File: src/rtl/i2c_dac_slave.sv
module i2c_dac_slave #(
  parameter logic [5:0] ADDR_HI     = 6'b001000,
  parameter int         SYNC_STAGES = 2
) (
  input  logic        clk,
  input  logic        rst_n,
  input  logic        scl_in,
  input  logic        sda_in,
  input  logic        addr_sel,
  output logic        sda_pull,
  output logic [3:0]  cmd_out,
  output logic [11:0] data_out,
  output logic        update
);

  localparam logic [1:0] PH_ADDR = 2'd0;
  localparam logic [1:0] PH_HI   = 2'd1;
  localparam logic [1:0] PH_LO   = 2'd2;

  logic [SYNC_STAGES-1:0] scl_sync, sda_sync;
  logic scl_s, sda_s, scl_q, sda_q;
  logic scl_rise, scl_fall, start_det, stop_det;
  logic active, in_ack, start_pulse, rw_bit;
  logic [3:0] bitcnt;
  logic [1:0] phase;
  logic [7:0] shreg, hi_byte;
  logic [7:0] own_addr;
  logic [2:0] aidx;

  assign scl_s     = scl_sync[SYNC_STAGES-1];
  assign sda_s     = sda_sync[SYNC_STAGES-1];
  assign scl_rise  = scl_s & ~scl_q;
  assign scl_fall  = ~scl_s & scl_q;
  assign start_det = scl_s & scl_q & sda_q & ~sda_s;
  assign stop_det  = scl_s & scl_q & ~sda_q & sda_s;
  assign own_addr  = {1'b0, ADDR_HI, addr_sel};
  assign aidx      = 3'd6 - bitcnt[2:0];

  always_ff @(posedge clk or negedge rst_n) begin
    if (!rst_n) begin
      scl_sync <= '1;
      sda_sync <= '1;
      scl_q    <= 1'b1;
      sda_q    <= 1'b1;
    end else begin
      scl_sync <= {scl_sync[SYNC_STAGES-2:0], scl_in};
      sda_sync <= {sda_sync[SYNC_STAGES-2:0], sda_in};
      scl_q    <= scl_s;
      sda_q    <= sda_s;
    end
  end

  always_ff @(posedge clk or negedge rst_n) begin
    if (!rst_n) begin
      active      <= 1'b0;
      in_ack      <= 1'b0;
      start_pulse <= 1'b0;
      rw_bit      <= 1'b0;
      bitcnt      <= '0;
      phase       <= PH_ADDR;
      shreg       <= '0;
      hi_byte     <= '0;
      sda_pull    <= 1'b0;
      cmd_out     <= '0;
      data_out    <= '0;
      update      <= 1'b0;
    end else begin
      update <= 1'b0;
      if (scl_fall) start_pulse <= 1'b0;
      if (start_det) begin
        active      <= 1'b1;
        in_ack      <= 1'b0;
        bitcnt      <= '0;
        phase       <= PH_ADDR;
        sda_pull    <= 1'b0;
        start_pulse <= 1'b1;
      end else if (stop_det && !start_pulse) begin
        active   <= 1'b0;
        in_ack   <= 1'b0;
        sda_pull <= 1'b0;
      end else if (active) begin
        if (scl_rise && !in_ack) begin
          shreg  <= {shreg[6:0], sda_s};
          bitcnt <= bitcnt + 4'd1;
          if (phase == PH_ADDR && bitcnt < 4'd7 && sda_s != own_addr[aidx])
            active <= 1'b0;
        end else if (scl_fall) begin
          if (in_ack) begin
            in_ack   <= 1'b0;
            sda_pull <= 1'b0;
            bitcnt   <= '0;
            case (phase)
              PH_ADDR: if (rw_bit) active <= 1'b0; else phase <= PH_HI;
              PH_HI:   phase <= PH_LO;
              default: begin
                cmd_out  <= hi_byte[7:4];
                data_out <= {hi_byte[3:0], shreg};
                update   <= 1'b1;
                phase    <= PH_HI;
              end
            endcase
          end else if (bitcnt == 4'd8) begin
            in_ack   <= 1'b1;
            sda_pull <= 1'b1;
            if (phase == PH_ADDR) rw_bit  <= shreg[0];
            if (phase == PH_HI)   hi_byte <= shreg;
          end
        end
      end
    end
  end

  assert_strobe_single_R7: assert property (@(posedge clk) disable iff (!rst_n)
    update |=> !update);

  assert_commit_on_fall_R7: assert property (@(posedge clk) disable iff (!rst_n)
    update |-> ($past(scl_q) && !$past(scl_s)));

  assert_pull_scl_low_R4: assert property (@(posedge clk) disable iff (!rst_n)
    ($rose(sda_pull) || $fell(sda_pull)) |-> !$past(scl_s));

  assert_idle_silent_R5: assert property (@(posedge clk) disable iff (!rst_n)
    !active |-> !sda_pull);

  assert_outputs_hold_R11: assert property (@(posedge clk) disable iff (!rst_n)
    (!$stable(data_out) || !$stable(cmd_out)) |-> update);

endmodule

File: config.mk
export PLATFORM = sky130hd
export DESIGN_NAME = i2c_dac_slave
export DESIGN_NICKNAME = d
export VERILOG_FILES = /design/src/rtl/i2c_dac_slave.sv
export SDC_FILE = /design/constraint.sdc
export NUM_CORES = 1
export LEC_CHECK = 0
export CORE_MARGIN = 2
export CORE_UTILIZATION = 39
export CTS_BUF_LIST = sky130_fd_sc_hd__clkbuf_4
export DETAILED_ROUTE_END_ITERATION = 10
export PLACE_DENSITY = 0.61
export RECOVER_POWER = 50
export SYNTH_ARGS = -nofsm -noshare
export SYNTH_HDL_FRONTEND = slang
export SYNTH_SLANG_ARGS = --single-unit
File: constraint.sdc
create_clock -name clk -period 2.3 [get_ports clk]
set_clock_uncertainty 0.2 [all_clocks]
set_input_delay 0.23 -clock clk [delete_from_list [all_inputs] [get_ports clk]]
set_output_delay 0.23 -clock clk [all_outputs]
set_load 0.02 [all_outputs]
---- After elaboration in Yosys (flattened, before gate mapping) ----
Cells that the tools add are included.
operators by class
  bitwise operators ....................... 16
  reductions and logical operators ........ 24
  eq/ne operators ......................... 7
  add/subtract/negate cells ............... 2
  muxes and demuxes ....................... 48
  magnitude comparators ................... 2
operator list
  cell                 number
  $mux 1               33
  $mux 4               6
  $reduce_and 8->1     2
  $mux 2               7
  $reduce_and 4->1     3
  $reduce_bool 3->1    4
  $not 1->1            9
  $and 1x1->1          7
  $reduce_and 7->1     1
  $ne 3x3->1 const B   2
  $reduce_and 6->1     1
  $reduce_bool 2->1    3
  $add 4x1->4 const B  1
  $eq 4x4->1 const B   1
  $logic_and 1x1->1    4
  $lt 3x4->1 const B   1
  $lt 4x3->1 const B   1
  $ne 2x2->1 const B   2
  $pmux 2 s2           1
  $reduce_bool 4->1    1
  $bmux 1 s3           1
  $reduce_and 3->1     1
  $sub 3x3->3 const A  1
  $eq 2x1->1 const B   1
  other kinds (4)      5
storage, ports and cells
  flip-flop bits (word level) ............. 50
  output and inout port bits .............. 18
  logic and storage cells ................. 115

---- Depth between registers and ports, before layout ----
  depth after elaboration ................. 10
  mapped depth ............................ 6
  gate-level depth less buffers ........... 6

---- Worst setup path before layout ----
OpenSTA, ideal clock, no wires.
  kind .................................... flip-flop to flip-flop
  start ................................... register scl_q
  end ..................................... register hi_byte[0]
  setup time .............................. 0.125 ns
  buffers on the path ..................... 1
  data arrival time ....................... 1.787 ns
  stages on the path, launching flop included .. 6
  slack ................................... 0.188 ns
  cells stage by stage .................... dfstp_2 > buf_4 > nand3b_4 > or3_4 > nor3_4 > mux2_2
between the ends
  cells in the longest elaborated chain, start to end .. 6
  elaborated cells between the ends (all ways) .. 14
  classes of those cells .................. 11 x bitwise; 3 x reduce/logical
ends and longest elaborated chain
  item                            line    source
  start, declared                 21      logic scl_s, sda_s, scl_q, sda_q;
  start signal, assigned          48      scl_q <= scl_s;
  $and 1x1->1                     34, 35
  $and 1x1->1 (2 in series)       35      assign stop_det = scl_s & scl_q & ~sda_q & sda_s;
  $logic_and 1x1->1               77      end else if (stop_det && !start_pulse) begin
  $not 1->1 (no line)             --
  $reduce_and 8->1 (no line) (*)  --
  end signal, assigned            106     if (phase == PH_HI) hi_byte <= shreg;
  end, declared                   26      logic [7:0] shreg, hi_byte;
Mark *: on every way between the ends. The rest lies on a longest branch, timed or not.
A chain may end at the register's enable or synchronous reset.

---- Worst setup path in the final report ----
  start ................................... register scl_q
  end ..................................... register hi_byte[4]
Same word-level chain as after synthesis.

==> metrics.md <==
| Metric | Value |
|---|---|
| Hold Path Depth | 0 |
| DR pass1 iterations | 4 |
| Ys Warns | 0 |
| Final WS setup | 0.1649 ns |
| Synthesized Nets | 178 |
| Pint | 1.250 mW |
| Core ar. | 0.005172 mm2 |
| Hold Path Class | flip-flop to flip-flop |
| Sequential area share after synthesis | 0.5960 |
| Logic pwr share | 0.102 |
| Worst-Margin Slew | 0.8476 ns |
| Final period util | 0.9283 |
| Vias in the first global route | 1347 |
| Worst-case hold slack | 0.1709 ns |
| Commonest non-fill, non-tap cell in the layout | dfrtp_1 |
| Mean Syn Cell Area | 12.42 um2 |
| WL per Instance | 14.03 um |
| Reg clk slew, reported paths | 0.13 ns |
| CP max stage delay | 0.66 ns |
| Pwr/cell area | 673.4 mW/mm2 |
| Row Count | 26 |
| NetSw | 0.4380 mW |
| Yosys top cell by area | dfrtp_1 |
| Setup Viol. Count Final | 0 |
| Slew HR | 0.4350 |
| Primary FF master, synth | dfrtp_1 |
| Flop2flop setup slack | 0.16 ns |
| Placed inst area | 0.002427 mm2 |
| H-tree depth | 2 |
| Iteration-0 DRC Markers | 151 |
| Initial Utilization | 0.4083 |
| Peak supply drop | 0.3622 mV |
| First-pass GRT wire length | 6575 um |
| WP data arrival | 2.18 ns |
| Crit. End Element | flip-flop |
| WS Path Type | flip-flop to flip-flop |
| Initial antenna violation count | 0 |
| Fmax achieved | 468.4 MHz |
| DRC | 0 |
| Root buffer cell | clkbuf_4 |
| Largest net degree at the start of global routing | 22 |
| RSZ-0062 raised after global routing | false |
| Setup_tns | 0 ns |
| CP max FO | 11 |
| Placement Setup Slack | 0.1740 ns |
| Required time of the critical path | 2.35 ns |
| Clk sink count | 50 |
| I/O pins | 23 |
| Adder-cell share of the synthesized area | 0.01777 |
| Maximum clock path buffer count | 2 |
| Reg-to-Reg Start | scl_q |
| Worst reg2reg endpoint | hi_byte[4] |
| Sequential Power Share | 0.608 |
| Most frequent cells in the layout | 44 x dfrtp_1, 32 x nand2_1, 25 x mux2_2 |
| Status | complete, no violations |
| Clock latency on the worst-skew pair | 0.36 ns |
| Die height | 77.59 um |
| Crit path cell chain | nand3b_4 -> or3_4 -> nor3_4 -> buf_12 -> mux2_2 |
| Total grt overflow | 0 |
| Overall die area | 0.006020 mm2 |
| Vias after detailed routing | 1322 |
| Synth Area in XOR/XNOR | 0.008294 |
| Final instance area | 0.002506 mm2 |
| Maxcap violations | 0 |
| Layout cell share with drive strength beyond 1 | 0.2323 |
| Largest family of logic cells by synthesized area | simple AND/OR/NAND/NOR gates |
| Synth unique cells | 33 |
| Fin util | 0.4845 |
| # port buffers | 22 |
| P_leak | 1.216 nW |
| Top cell type's share of synthesized area | 0.5213 |
| Fill cells | 454 |
| Num CTS Buffers | 5 |
| Final nets | 206 |
| Top area cells in the synthesized netlist | dfrtp_1 52%, mux2_2 13%, dfstp_2 7.5% |
| Post-Synthesis Cell Area | 0.002112 mm2 |
| Pins Over Slew Limit | 0 |
| Detail Route Antenna Nets | 0 |
| Switch share | 0.2595 |
| Die X | 77.59 um |
| #FFs+latches synth | 50 |
| Hold_sp | scl_sync[0] |
| GPL Wtd Cong | 0.8596 |
| Via density | 4.933 |
| Number of diodes | 0 |
| Post-CTS setup buffer count | 0 |
| Simple-gate share of the synthesized area | 0.1564 |
| CP Launch Type | flip-flop |
| Total wire length | 3759 um |
| Worst R2R Path Depth | 5 |
| Hold worst-path end | scl_sync[1] |
| Area Growth Syn to Fin | 18.66% |
| Final hold vios | 0 |
| CTS tree | built |
| Slowest cell on the critical path | dfstp_2 |
| Period minus WS final | 2.135 ns |
| Clk network pwr share | 0.290 |
| Synthesized instance count | 170 |
| Mux cell area share after synthesis | 0.1523 |
| Post-synth EDFFs | 0 |
| Synth async-reset ratio | 1.000 |
| Area fraction in compound gates after synthesis | 0.04265 |
| DP Wirelength | 2706 um |
| Total track usage | 0.1389 |
## per-layer routing
metal / GRT usage / up-vias / share of wire
met1: 0.1837 / 642 / 0.46
met5: 0 / - / 0
li1: - / 639 / -
met2: 0.2181 / 39 / 0.49
met4: 0.04464 / 0 / 0.0056
met3: 0.04302 / 2 / 0.049
## synth_stat cells (2+ instances only)
cell	n
inv_1	5
nand3_1	2
ha_1	3
buf_2	3
dfstp_2	6
a21oi_1	3
clkbuf_1	2
nor4_1	3
buf_4	2
mux2_2	25
and4b_1	2
a22o_1	2
nand2b_1	3
nor3_1	4
nor2_1	6
nand2_1	32
dfrtp_1	44
mux2i_1	4
o21ai_0	5
## critical path: cells and delay by family, from the launching register on
kind,cells,cell delay (ns)
and+or+nand+nor,3,0.70
DFF,1,0.66
muxes,1,0.32
buffers and inverters,1,0.15
## power groups by stage
| stage | Sequential [mW] | Clock (mW) | Combinational, mW |
|---|---|---|---|
| floorplan | 1.02 | 0 | 0.122 |
| global placement | 1.04 | 0 | 0.166 |
| detailed placement | 1.04 | 0 | 0.176 |
| CTS | 1.03 | 0.514 | 0.178 |
| global route | 1.04 | 0.555 | 0.201 |
| finish | 1.03 | 0.490 | 0.172 |
## through the flow
step | std cells | total power, mW
after detailed placement | 260 | 1.218
after global routing | 268 | 1.796
after CTS | 268 | 1.718
after floorplan | 170 | 1.140
after global placement | 260 | 1.204
final | 268 | 1.688
## what timing repair did
action / in CTS / in global routing
setup endpoints to repair: 0 / 0
resized for setup: 0 / 0
hold buffers: 1 / 0
hold endpoints to repair: 44 / 0
## how the worst max path moves through the flow
stage                     cells past startpoint   startpoint  slack (ns)          to
final                                         5        scl_q        0.16  hi_byte[4]
after global routing                          4  scl_sync[1]        0.04   bitcnt[3]
after CTS                                     5        scl_q        0.17  hi_byte[4]
after detailed placement                      5        scl_q        0.17  hi_byte[6]
after global placement                        5        scl_q        0.21  hi_byte[1]
after floorplan                               5        scl_q        0.19  hi_byte[0]
## sequential cells by signal, summed over array words and instances, names as in the netlist
name	cells
rw_bit	1
shreg	8
hi_byte	8
sda_q	1
sda_pull	1
update	1
active	1
scl_sync	2
scl_q	1
phase	2
data_out	12
bitcnt	4
sda_sync	2
in_ack	1
cmd_out	4
start_pulse	1
## cell type report
type                            count  area [um2]  share of cell area
Timing Repair Buffer               28       267.8              0.1068
Sequential cell                    50        1259              0.5022
Inverter                            5       18.77            0.007489
Clock inverter                      2       38.79             0.01548
Tap cell                           70       87.58             0.03495
Clock buffer                        5       37.54             0.01498
Multi-Input combinational cell    108       797.0              0.3180
## cells by family after synthesis
family	count (synthesis)
adder cells (fa/ha/maj)	3
multiplexers	29
AO/OA/AOI/OAI	14
AND/OR/NAND/NOR	60
XOR/XNOR	2
flip-flops	50
buffers and inverters	12
(Power assumes the default switching activity.)
